## src/rtl/pcb_pkg.sv

```systemverilog
`timescale 1ns/1ps
package pcb_pkg;
    localparam int unsigned ADDR_W = 12;
    localparam int unsigned WORD_W = 32;
    localparam int unsigned REG_W  = 64;
    localparam int unsigned STRIDE = 8;

    localparam logic [ADDR_W-1:0] OFS_GLOBAL = 12'h000;
    localparam logic [ADDR_W-1:0] OFS_EVCTL  = 12'h010;
    localparam logic [ADDR_W-1:0] OFS_MAIN   = 12'h090;
    localparam logic [ADDR_W-1:0] OFS_EXT    = 12'h110;
    localparam logic [ADDR_W-1:0] OFS_IRQ    = 12'h150;
    localparam logic [ADDR_W-1:0] OFS_RID    = 12'hFE0;
    localparam logic [ADDR_W-1:0] OFS_VER    = 12'hFE4;
    localparam logic [ADDR_W-1:0] OFS_INFO   = 12'hFE8;

    localparam int unsigned BIT_EN  = 20;
    localparam int unsigned BIT_CLR = 22;

    typedef enum logic [3:0] {
        RK_NONE, RK_GLOBAL, RK_EVCTL, RK_MAIN, RK_EXT,
        RK_ISTAT, RK_IMASK, RK_RID, RK_VER, RK_INFO
    } reg_kind_e;

    function automatic logic [REG_W-1:0] put_half(input logic [REG_W-1:0] old,
                                                  input logic hi,
                                                  input logic [WORD_W-1:0] d);
        logic [REG_W-1:0] r;
        r = old;
        if (hi) r[REG_W-1:WORD_W] = d;
        else    r[WORD_W-1:0]     = d;
        return r;
    endfunction
endpackage

```

## src/rtl/pcb_decode.sv

```systemverilog
`timescale 1ns/1ps
module pcb_decode
    import pcb_pkg::*;
#(
    parameter int unsigned NUM_SLOTS = 8,
    parameter int unsigned IDX_W     = (NUM_SLOTS > 1) ? $clog2(NUM_SLOTS) : 1
) (
    input  logic [ADDR_W-1:0] addr,
    output reg_kind_e         kind,
    output logic [IDX_W-1:0]  idx,
    output logic              hi
);
    localparam logic [ADDR_W-1:0] SPAN = ADDR_W'(STRIDE * NUM_SLOTS);

    function automatic logic in_arr(input logic [ADDR_W-1:0] a, input logic [ADDR_W-1:0] base);
        return (a >= base) && ((a - base) < SPAN);
    endfunction

    logic [ADDR_W-1:0] rel;

    always_comb begin
        kind = RK_NONE;
        rel  = '0;
        hi   = addr[2];
        if (addr[1:0] == 2'b00) begin
            if (addr == OFS_GLOBAL) begin
                kind = RK_GLOBAL;
            end else if (in_arr(addr, OFS_EVCTL)) begin
                kind = RK_EVCTL;
                rel  = addr - OFS_EVCTL;
            end else if (in_arr(addr, OFS_MAIN)) begin
                kind = RK_MAIN;
                rel  = addr - OFS_MAIN;
            end else if (in_arr(addr, OFS_EXT)) begin
                kind = RK_EXT;
                rel  = addr - OFS_EXT;
            end else if (in_arr(addr, OFS_IRQ)) begin
                kind = addr[2] ? RK_IMASK : RK_ISTAT;
                rel  = addr - OFS_IRQ;
            end else if (addr == OFS_RID) begin
                kind = RK_RID;
            end else if (addr == OFS_VER) begin
                kind = RK_VER;
            end else if (addr == OFS_INFO) begin
                kind = RK_INFO;
            end
        end
        idx = IDX_W'(rel >> 3);
    end
endmodule

```

## src/rtl/pcb_slot.sv

```systemverilog
`timescale 1ns/1ps
module pcb_slot
    import pcb_pkg::*;
(
    input  logic              clk,
    input  logic              rst_n,
    input  logic              glb_en,
    input  logic              evt_pulse,
    input  logic              evt_qual,
    input  logic              wr_en,
    input  reg_kind_e         wr_kind,
    input  logic              wr_hi,
    input  logic [WORD_W-1:0] wr_data,
    output logic [REG_W-1:0]  ctrl_o,
    output logic [REG_W-1:0]  main_o,
    output logic [REG_W-1:0]  ext_o,
    output logic              stat_o,
    output logic              mask_o
);
    typedef struct packed {
        logic [REG_W-1:0] ctrl;
        logic [REG_W-1:0] main;
        logic [REG_W-1:0] ext;
        logic             stat;
        logic             mask;
    } slot_t;

    slot_t s_d, s_q;
    logic  counting, clr_cnt, wrap_main, wrap_ext;

    always_comb begin
        s_d       = s_q;
        wrap_main = 1'b0;
        wrap_ext  = 1'b0;
        counting  = glb_en && s_q.ctrl[BIT_EN];
        clr_cnt   = wr_en && (wr_kind == RK_EVCTL) && !wr_hi && wr_data[BIT_CLR];

        if (wr_en && (wr_kind == RK_EVCTL)) begin
            s_d.ctrl          = put_half(s_q.ctrl, wr_hi, wr_data);
            s_d.ctrl[BIT_CLR] = 1'b0;
        end

        if (wr_en && (wr_kind == RK_MAIN)) begin
            s_d.main = put_half(s_q.main, wr_hi, wr_data);
        end else if (clr_cnt) begin
            s_d.main = '0;
        end else if (counting && evt_pulse) begin
            s_d.main  = s_q.main + REG_W'(1);
            wrap_main = &s_q.main;
        end

        if (wr_en && (wr_kind == RK_EXT)) begin
            s_d.ext = put_half(s_q.ext, wr_hi, wr_data);
        end else if (clr_cnt) begin
            s_d.ext = '0;
        end else if (counting && evt_qual) begin
            s_d.ext  = s_q.ext + REG_W'(1);
            wrap_ext = &s_q.ext;
        end

        if (wr_en && (wr_kind == RK_IMASK)) s_d.mask = wr_data[0];

        if (wrap_main || wrap_ext)
            s_d.stat = 1'b1;
        else if (wr_en && (wr_kind == RK_ISTAT) && wr_data[0])
            s_d.stat = 1'b0;
    end

    always_ff @(posedge clk or negedge rst_n) begin
        if (!rst_n) s_q <= '{ctrl: '0, main: '0, ext: '0, stat: 1'b0, mask: 1'b1};
        else        s_q <= s_d;
    end

    assign ctrl_o = s_q.ctrl;
    assign main_o = s_q.main;
    assign ext_o  = s_q.ext;
    assign stat_o = s_q.stat;
    assign mask_o = s_q.mask;
endmodule

```

## src/rtl/perf_counter_bank.sv

```systemverilog
`timescale 1ns/1ps
module perf_counter_bank
    import pcb_pkg::*;
#(
    parameter int unsigned NUM_SLOTS  = 8,
    parameter logic [31:0] VERSION_ID = 32'h0000_0001,
    parameter logic [15:0] RID_MIN    = 16'h0000,
    parameter logic [15:0] RID_MAX    = 16'h00FF,
    parameter logic [15:0] CORE_ID    = 16'h0000,
    parameter logic [15:0] CLUSTER_ID = 16'h0000
) (
    input  logic                 clk,
    input  logic                 rst_n,
    input  logic [ADDR_W-1:0]    reg_addr,
    input  logic                 reg_wr,
    input  logic [WORD_W-1:0]    reg_wdata,
    output logic [WORD_W-1:0]    reg_rdata,
    input  logic [NUM_SLOTS-1:0] evt_pulse,
    input  logic [NUM_SLOTS-1:0] evt_qual,
    output logic                 irq
);
    localparam int unsigned IDX_W = (NUM_SLOTS > 1) ? $clog2(NUM_SLOTS) : 1;

    typedef struct packed {
        logic en;
    } glb_t;

    glb_t glb_d, glb_q;
    logic glb_en;

    reg_kind_e        dec_kind;
    logic [IDX_W-1:0] dec_idx;
    logic             dec_hi;

    logic [NUM_SLOTS-1:0][REG_W-1:0] ctrl_v, main_v, ext_v;
    logic [NUM_SLOTS-1:0]            stat_v, mask_v;

    pcb_decode #(.NUM_SLOTS(NUM_SLOTS), .IDX_W(IDX_W)) u_decode (
        .addr (reg_addr),
        .kind (dec_kind),
        .idx  (dec_idx),
        .hi   (dec_hi)
    );

    for (genvar g = 0; g < NUM_SLOTS; g++) begin : g_slot
        pcb_slot u_slot (
            .clk       (clk),
            .rst_n     (rst_n),
            .glb_en    (glb_en),
            .evt_pulse (evt_pulse[g]),
            .evt_qual  (evt_qual[g]),
            .wr_en     (reg_wr && (dec_idx == IDX_W'(g))),
            .wr_kind   (dec_kind),
            .wr_hi     (dec_hi),
            .wr_data   (reg_wdata),
            .ctrl_o    (ctrl_v[g]),
            .main_o    (main_v[g]),
            .ext_o     (ext_v[g]),
            .stat_o    (stat_v[g]),
            .mask_o    (mask_v[g])
        );
    end

    always_comb begin
        glb_d = glb_q;
        if (reg_wr && (dec_kind == RK_GLOBAL)) glb_d.en = reg_wdata[0];
    end

    always_ff @(posedge clk or negedge rst_n) begin
        if (!rst_n) glb_q <= '0;
        else        glb_q <= glb_d;
    end

    assign glb_en = glb_q.en;

    always_comb begin
        reg_rdata = '0;
        case (dec_kind)
            RK_GLOBAL: reg_rdata = {31'b0, glb_q.en};
            RK_EVCTL:  reg_rdata = dec_hi ? ctrl_v[dec_idx][REG_W-1:WORD_W] : ctrl_v[dec_idx][WORD_W-1:0];
            RK_MAIN:   reg_rdata = dec_hi ? main_v[dec_idx][REG_W-1:WORD_W] : main_v[dec_idx][WORD_W-1:0];
            RK_EXT:    reg_rdata = dec_hi ? ext_v[dec_idx][REG_W-1:WORD_W]  : ext_v[dec_idx][WORD_W-1:0];
            RK_ISTAT:  reg_rdata = {31'b0, stat_v[dec_idx]};
            RK_IMASK:  reg_rdata = {31'b0, mask_v[dec_idx]};
            RK_RID:    reg_rdata = {RID_MAX, RID_MIN};
            RK_VER:    reg_rdata = VERSION_ID;
            RK_INFO:   reg_rdata = {CLUSTER_ID, CORE_ID};
            default:   reg_rdata = '0;
        endcase
    end

    assign irq = |(stat_v & ~mask_v);
endmodule

```

## config.mk

```make
export PLATFORM = sky130hd
export DESIGN_NAME = perf_counter_bank
export DESIGN_NICKNAME = d
export VERILOG_FILES = /design/src/rtl/pcb_pkg.sv /design/src/rtl/pcb_decode.sv /design/src/rtl/pcb_slot.sv /design/src/rtl/perf_counter_bank.sv
export SDC_FILE = /design/constraint.sdc
export NUM_CORES = 2
export LEC_CHECK = 0
export BUFFER_PORTS_ARGS = -buffer_cell sky130_fd_sc_hd__clkbuf_2
export CELL_PAD_IN_SITES_DETAIL_PLACEMENT = 1
export CELL_PAD_IN_SITES_GLOBAL_PLACEMENT = 1
export CORE_MARGIN = 3
export CORE_UTILIZATION = 35
export DETAILED_ROUTE_END_ITERATION = 10
export PLACE_DENSITY = 0.61
export SYNTH_ARGS = -nofsm -noshare
export SYNTH_HDL_FRONTEND = slang
export SYNTH_SLANG_ARGS = --single-unit
```

## constraint.sdc

```tcl
create_clock -name clk -period 8.6 [get_ports clk]
set_clock_uncertainty 0.15 [all_clocks]
set_input_delay 1.72 -clock clk [delete_from_list [all_inputs] [get_ports clk]]
set_output_delay 1.72 -clock clk [all_outputs]
set_load 0.1 [all_outputs]
```

## After elaboration in Yosys (flattened, before gate mapping)

Cells that the tools add are included.

| storage, ports and cells | value |
|---|---|
| register bits after elaboration | 1545 |
| input port bits | 63 |
| output and inout bits | 33 |
| logic and storage cells | 493 |

| cells by class | value |
|---|---|
| add/subtract/negate cells | 20 |
| magnitude comparators | 9 |
| eq/ne operators | 50 |
| multiplexer cells | 144 |
| bitwise logic cells | 3 |
| reductions and logical operators | 202 |

Operator list:

| kind | count |
|---|---|
| 2-to-1 mux 64 bit | 51 |
| adder 64 x 1 -> 64 bit (second input constant) | 16 |
| AND reduction 64 bit | 16 |
| binary-select mux 64 bit (select 3 bit) | 3 |
| one-hot mux 32 bit (8 select lines) | 1 |
| 2-to-1 mux 32 bit | 5 |
| logical AND 1 bit | 101 |
| AND reduction 2 bit | 48 |
| 2-to-1 mux 1 bit | 66 |
| inequality test 2 bit (second input constant) | 32 |
| less-than comparator 12 x 7 -> 1 bit (second input constant) | 4 |
| nonzero test 3 bit | 16 |
| equality test 12 bit (second input constant) | 3 |
| 2-to-1 mux 4 bit | 9 |
| 2-to-1 mux 6 bit | 6 |
| greater-or-equal comparator 12 x 9 -> 1 bit (second input constant) | 2 |
| subtractor 12 x 9 -> 12 bit (second input constant) | 2 |
| equality test 4 x 3 -> 1 bit (second input constant) | 4 |
| nonzero test 2 bit | 8 |
| equality test 3 bit (second input constant) | 4 |
| greater-or-equal comparator 12 x 5 -> 1 bit (second input constant) | 1 |
| greater-or-equal comparator 12 x 8 -> 1 bit (second input constant) | 1 |
| zero test 12 bit | 1 |
| subtractor 12 x 5 -> 12 bit (second input constant) | 1 |
| 17 further kinds | 27 |

## Longest topological paths before layout

| depth | value |
|---|---|
| word-level depth | 18 |
| mapped depth | 19 |
| depth with buffers taken out | 10 |

## By module

From an unflattened synthesis, not the netlist that was laid out.

| second synthesis, totals | value |
|---|---|
| cells, all modules | 11199 |
| area total of the unflattened synthesis | 102748.5 sq um |

Modules (own cells, without submodules):

| module | instances | cells an instance | area an instance (sq um) | seq. area each (sq um) |
|---|---|---|---|---|
| pcb_slot (g_slot[0].u_slot ...) | 7 | 1255 | 11164.5 | 4830.9 |
| perf_counter_bank | 1 | 1066 | 12768.5 | 25.0 |
| pcb_slot (g_slot[7].u_slot) | 1 | 1291 | 11410.9 | 4830.9 |
| pcb_decode | 1 | 57 | 417.9 | 0.0 |

## Least setup slack after synthesis

No wires, ideal clock.

| timing path | value |
|---|---|
| kind | input to output |
| start | input port reg_addr[4] |
| end | output port reg_rdata[27] |
| arrival | 8.529 ns |
| data required time | 6.730 ns |
| slack | -1.799 ns |
| stages on the path | 16 |
| buffers on the path | 9 |
| path through | buf_2 clkinv_1 clkbuf_1 clkbuf_1 clkbuf_1 ha_1 buf_2 nor3_2 or3_1 a211oi_1 nand2_1 buf_2 buf_2 buf_2 clkbuf_1 o311ai_0 |

| on the way | value |
|---|---|
| longest elaborated chain between the ends | 13 |
| elaborated cells between the ends (all ways) | 53 |
| classes of those cells | add/sub (4); order compare (8); eq/ne (11); mux (25); reduce/logical (5) |

Ends and longest elaborated chain:

| element | RTL line | source |
|---|---|---|
| start: declaration | perf_counter_bank.sv:14 | `input logic [ADDR_W-1:0] reg_addr,` |
| subtractor 12 x 9 -> 12 bit | pcb_decode.sv:16 | `return (a >= base) && ((a - base) < SPAN);` |
| less-than comparator 12 x 7 -> 1 bit | pcb_decode.sv:16 |  |
| logical AND 1 bit | pcb_decode.sv:16 |  |
| 2-to-1 mux 6 bit | pcb_decode.sv:37 | `end else if (in_arr(addr, OFS_IRQ)) begin` |
| 2-to-1 mux 6 bit | pcb_decode.sv:34 | `end else if (in_arr(addr, OFS_EXT)) begin` |
| 2-to-1 mux 6 bit | pcb_decode.sv:31 | `end else if (in_arr(addr, OFS_MAIN)) begin` |
| 2-to-1 mux 6 bit | pcb_decode.sv:28 | `end else if (in_arr(addr, OFS_EVCTL)) begin` |
| 2-to-1 mux 6 bit | pcb_decode.sv:26 | `if (addr == OFS_GLOBAL) begin` |
| 2-to-1 mux 6 bit | pcb_decode.sv:25 | `if (addr[1:0] == 2'b00) begin` |
| binary-select mux 64 bit (select 3 bit), on equally long branches | perf_counter_bank.sv:82, perf_counter_bank.sv:80, perf_counter_bank.sv:81 |  |
| 2-to-1 mux 64 bit, on equally long branches | perf_counter_bank.sv:82, perf_counter_bank.sv:80, perf_counter_bank.sv:81 |  |
| 2-to-1 mux 32 bit, on equally long branches | perf_counter_bank.sv:82, perf_counter_bank.sv:80, perf_counter_bank.sv:81 |  |
| one-hot mux 32 bit (8 select lines) * | perf_counter_bank.sv:78 | `case (dec_kind)` |
| end: declaration | perf_counter_bank.sv:17 | `output logic [WORD_W-1:0] reg_rdata,` |

Mark *: on every way between the ends. The rest lies on a longest branch, timed or not. The select of a mux whose other input is x is not followed.

## Final worst setup path

| timing path | value |
|---|---|
| start | input port reg_addr[4] |
| end | output port reg_rdata[13] |

Same word-level chain as after synthesis.

==> metrics <==
slowest cell on the critical path o311ai_0; # DRC 0; cts-stage hold buffer count 0; outcome finished with violations; via count about 110k; clk sinks between 1500 and 2000; antenna-violating nets left 0; FILL cells around 33000; Starting Density 0.353; post-synthesis area per instance about 8.4 um2; Yosys Warn Count 0; detail-routed via count per cell 7.13; Layout Nets approximately 12000; CP Data Required Time a little under 7 ns; total CTS buffers roughly 200; hold endpoint g_slot[2].u_slot.ctrl_o[42]$_DFFE_PN0P_; reg2reg start g_slot[1].u_slot.main_o[1]$_DFFE_PN0P_; first-pass GRT wire length around 900000 um; critical-path cell list buf_8 > buf_4 > nor3_2 > or3_1 > a21o_1 > a21oi_4 > buf_12 > nand2_1 > a22o_1 > o311ai_0 > nand3_1 > buf_12; Pleak around 0.044 uW; Top FF cell, synth dfrtp_1; share of cells above drive strength 1 0.145; Crit path largest cell delay between 0.9 and 1 ns; drt pass-1 iters 9; share of the synthesized area in the top cell type 0.376; Tmin final 8.66 ns; CP Max Fanout 70; fin util 0.396; number of flops mapped to enable cells by yosys 0; RSZ-0062 raised after global routing no; R2R Setup Slk ~4.1 ns; Final WS setup -0.0583 ns; remaining global-route overflow 0; register area 0.0387 mm2; Die H between 500 and 600 um; maximum clock path buffer count 4; DR iter-0 viols between 15000 and 20000; HP Class reg -> reg; Cells after Synth ~12000; maximum vdd drop about 160 uV; setup_tns -0.0583 ns; Core Footprint a little under 0.3 mm2; most common cell in the netlist dfrtp_1; r2r endpoint g_slot[1].u_slot.stat_o$_DFFE_PN0P_; clk root buf clkbuf_16; Total GRT Usage 0.415; slew margin rel. 0.0110; synth top area cells dfrtp_1, mux2_2, o21ai_0; Clk Latency, worst-skew pair 0.95 ns; Die Span X about 550 um; CP endpoint kind primary output; Finish-stage setup viols 1; I/O Buffers 95; Synth Net Count between 10000 and 15000; period utilization 1.01; Seq cells post-synth 1545; top post-synthesis cells by count dfrtp_1, o21ai_0, nand2_1; clock transition at the registers of the reported paths about 0.060 ns; max cap viols 2; Hold Crit Depth 2; Synth cell types 109; CTS H-tree depth 4; Syn-to-layout area delta 12.1%; pin count of the biggest net entering global routing 157; Final Hold Viols 0; FP Rows between 150 and 200; Worst setup SP type primary input; # IOs 96; worst setup path category in -> out; CTS tree done; hpwl dp 453000 um; initial antenna violation count 93; reg2reg path depth 8; Max Freq 0.115 GHz; violations in the final reports max-capacitance violations, negative setup slack; Post-synth ARST share 1.00; top cell type by total area after synthesis dfrtp_1; PwrDens about 150 mW/mm2; CP dominant cell by count buf_12; GP Congestion 1.10; hold_ws roughly 0.34 ns; area occupied by multi-input gates approximately 0.059 mm2; Mapped Area 0.102 mm2; total die area around 0.3 mm2; vias in the first global route ~110k; final slew viol count 0; CP arrival 6.79 ns; WL final 646000 um; Routed WL per cell 40.6 um; Seq/Total Area, Yosys 0.378; HP Start g_slot[2].u_slot.ctrl_o[42]$_DFFE_PN0P_; Worst Tran Pin Value between 1 and 1.5 ns
## metrics by stage
| step | total power [uW] | cells | instance area [um2] | worst slack [ns] |
|---|---|---|---|---|
| finish | 17400 | 15900 | 115000 | -0.0583 |
| global route | 17700 | 15900 | 115000 | 0.0548 |
| CTS | 17400 | 15800 | 114000 | 0.0149 |
| detailed placement | 8790 | 15500 | 108000 | -0.149 |
| global placement | 8790 | 15500 | 108000 | -0.0985 |
| floorplan | 7880 | 12200 | 102000 | -0.621 |
## cells by family (layout without fill, tap and decap cells)
family / Yosys count / in the layout / share of synthesized area
AO/OA/AOI/OAI: 4518 / 4518 / 0.285
other: 0 / 57 / 0
AND/OR/NAND/NOR: 3890 / 3890 / 0.186
flip-flops: 1545 / 1545 / 0.378
buffers and inverters: 1384 / 1155 / 0.0546
adder cells (fa/ha/maj): 19 / 19 / 0.00232
multiplexers: 837 / 837 / 0.0945
## area by class of cell
| class | count | area share |
|---|---|---|
| multi-input cells | 9264 | 0.513 |
| well taps | 3880 | 0.0423 |
| clock buffers | 319 | 0.0528 |
| diodes | 57 | 0.00124 |
| inverters | 291 | 0.00959 |
| flip-flops and latches | 1545 | 0.337 |
| clock inverters | 44 | 0.00350 |
| repair buffers | 501 | 0.0402 |
## how the worst max path moves through the flow
| stage | start | end | slack, ns | cells past startpoint |
|---|---|---|---|---|
| 6_report | reg_addr[4] | reg_rdata[13] | -0.06 | 12 |
| 5_1_grt | reg_addr[4] | reg_rdata[16] | 0.05 | 14 |
| 4_1_cts | reg_addr[4] | reg_rdata[30] | 0.01 | 14 |
| 3_5_place_dp | reg_addr[4] | reg_rdata[23] | -0.15 | 13 |
| 3_3_place_gp | reg_addr[4] | reg_rdata[23] | -0.1 | 13 |
| 2_1_floorplan | reg_addr[4] | reg_rdata[10] | -0.62 | 16 |
## critical path, delay by kind of cell
family	cells	cell delay, ns
AOI/OAI and AO/OA	4	1.86
buffers and inverters	4	1.69
and+or+nand+nor	4	1.36
## power by group
group | internal, uW | switching (uW)
logic | 235 | 1200
registers | 7280 | 15.5
clock network | 4920 | 3750
total | 12400 | 4960
## repair_timing
item	4_1_cts	5_1_grt
gates resized for setup	1	2
setup buffers	0	7
pin swaps	0	3
setup endpoints to repair	1	10
gates cloned	0	0
## routing by layer
layer	track usage	wire, um	up-vias
met1	0.515	246000	58500
met4	0.327	59300	32
met5	0	201	-
li1	-	-	45700
met3	0.116	67200	2053
met2	0.605	274000	6976
## registers in the layout, indices dropped and copies added (netlist names)
register	flops
g_slot.u_slot.stat_o	8
glb_en	1
g_slot.u_slot.ext_o	512
g_slot.u_slot.ctrl_o	504
g_slot.u_slot.mask_o	8
g_slot.u_slot.main_o	512
## cells in the final DEF, fill, tap and decap left out, drive strengths merged, types with 294 or more instances in the layout
master     n
dfrtp   1537
o21ai   1368
nand2   1004
nor2     945
a21oi    908
mux2     645
nand3    485
buf      472
o22ai    384
nor3     383
clkbuf   348
inv      294
Note: power is estimated with default switching activity, not from simulation.
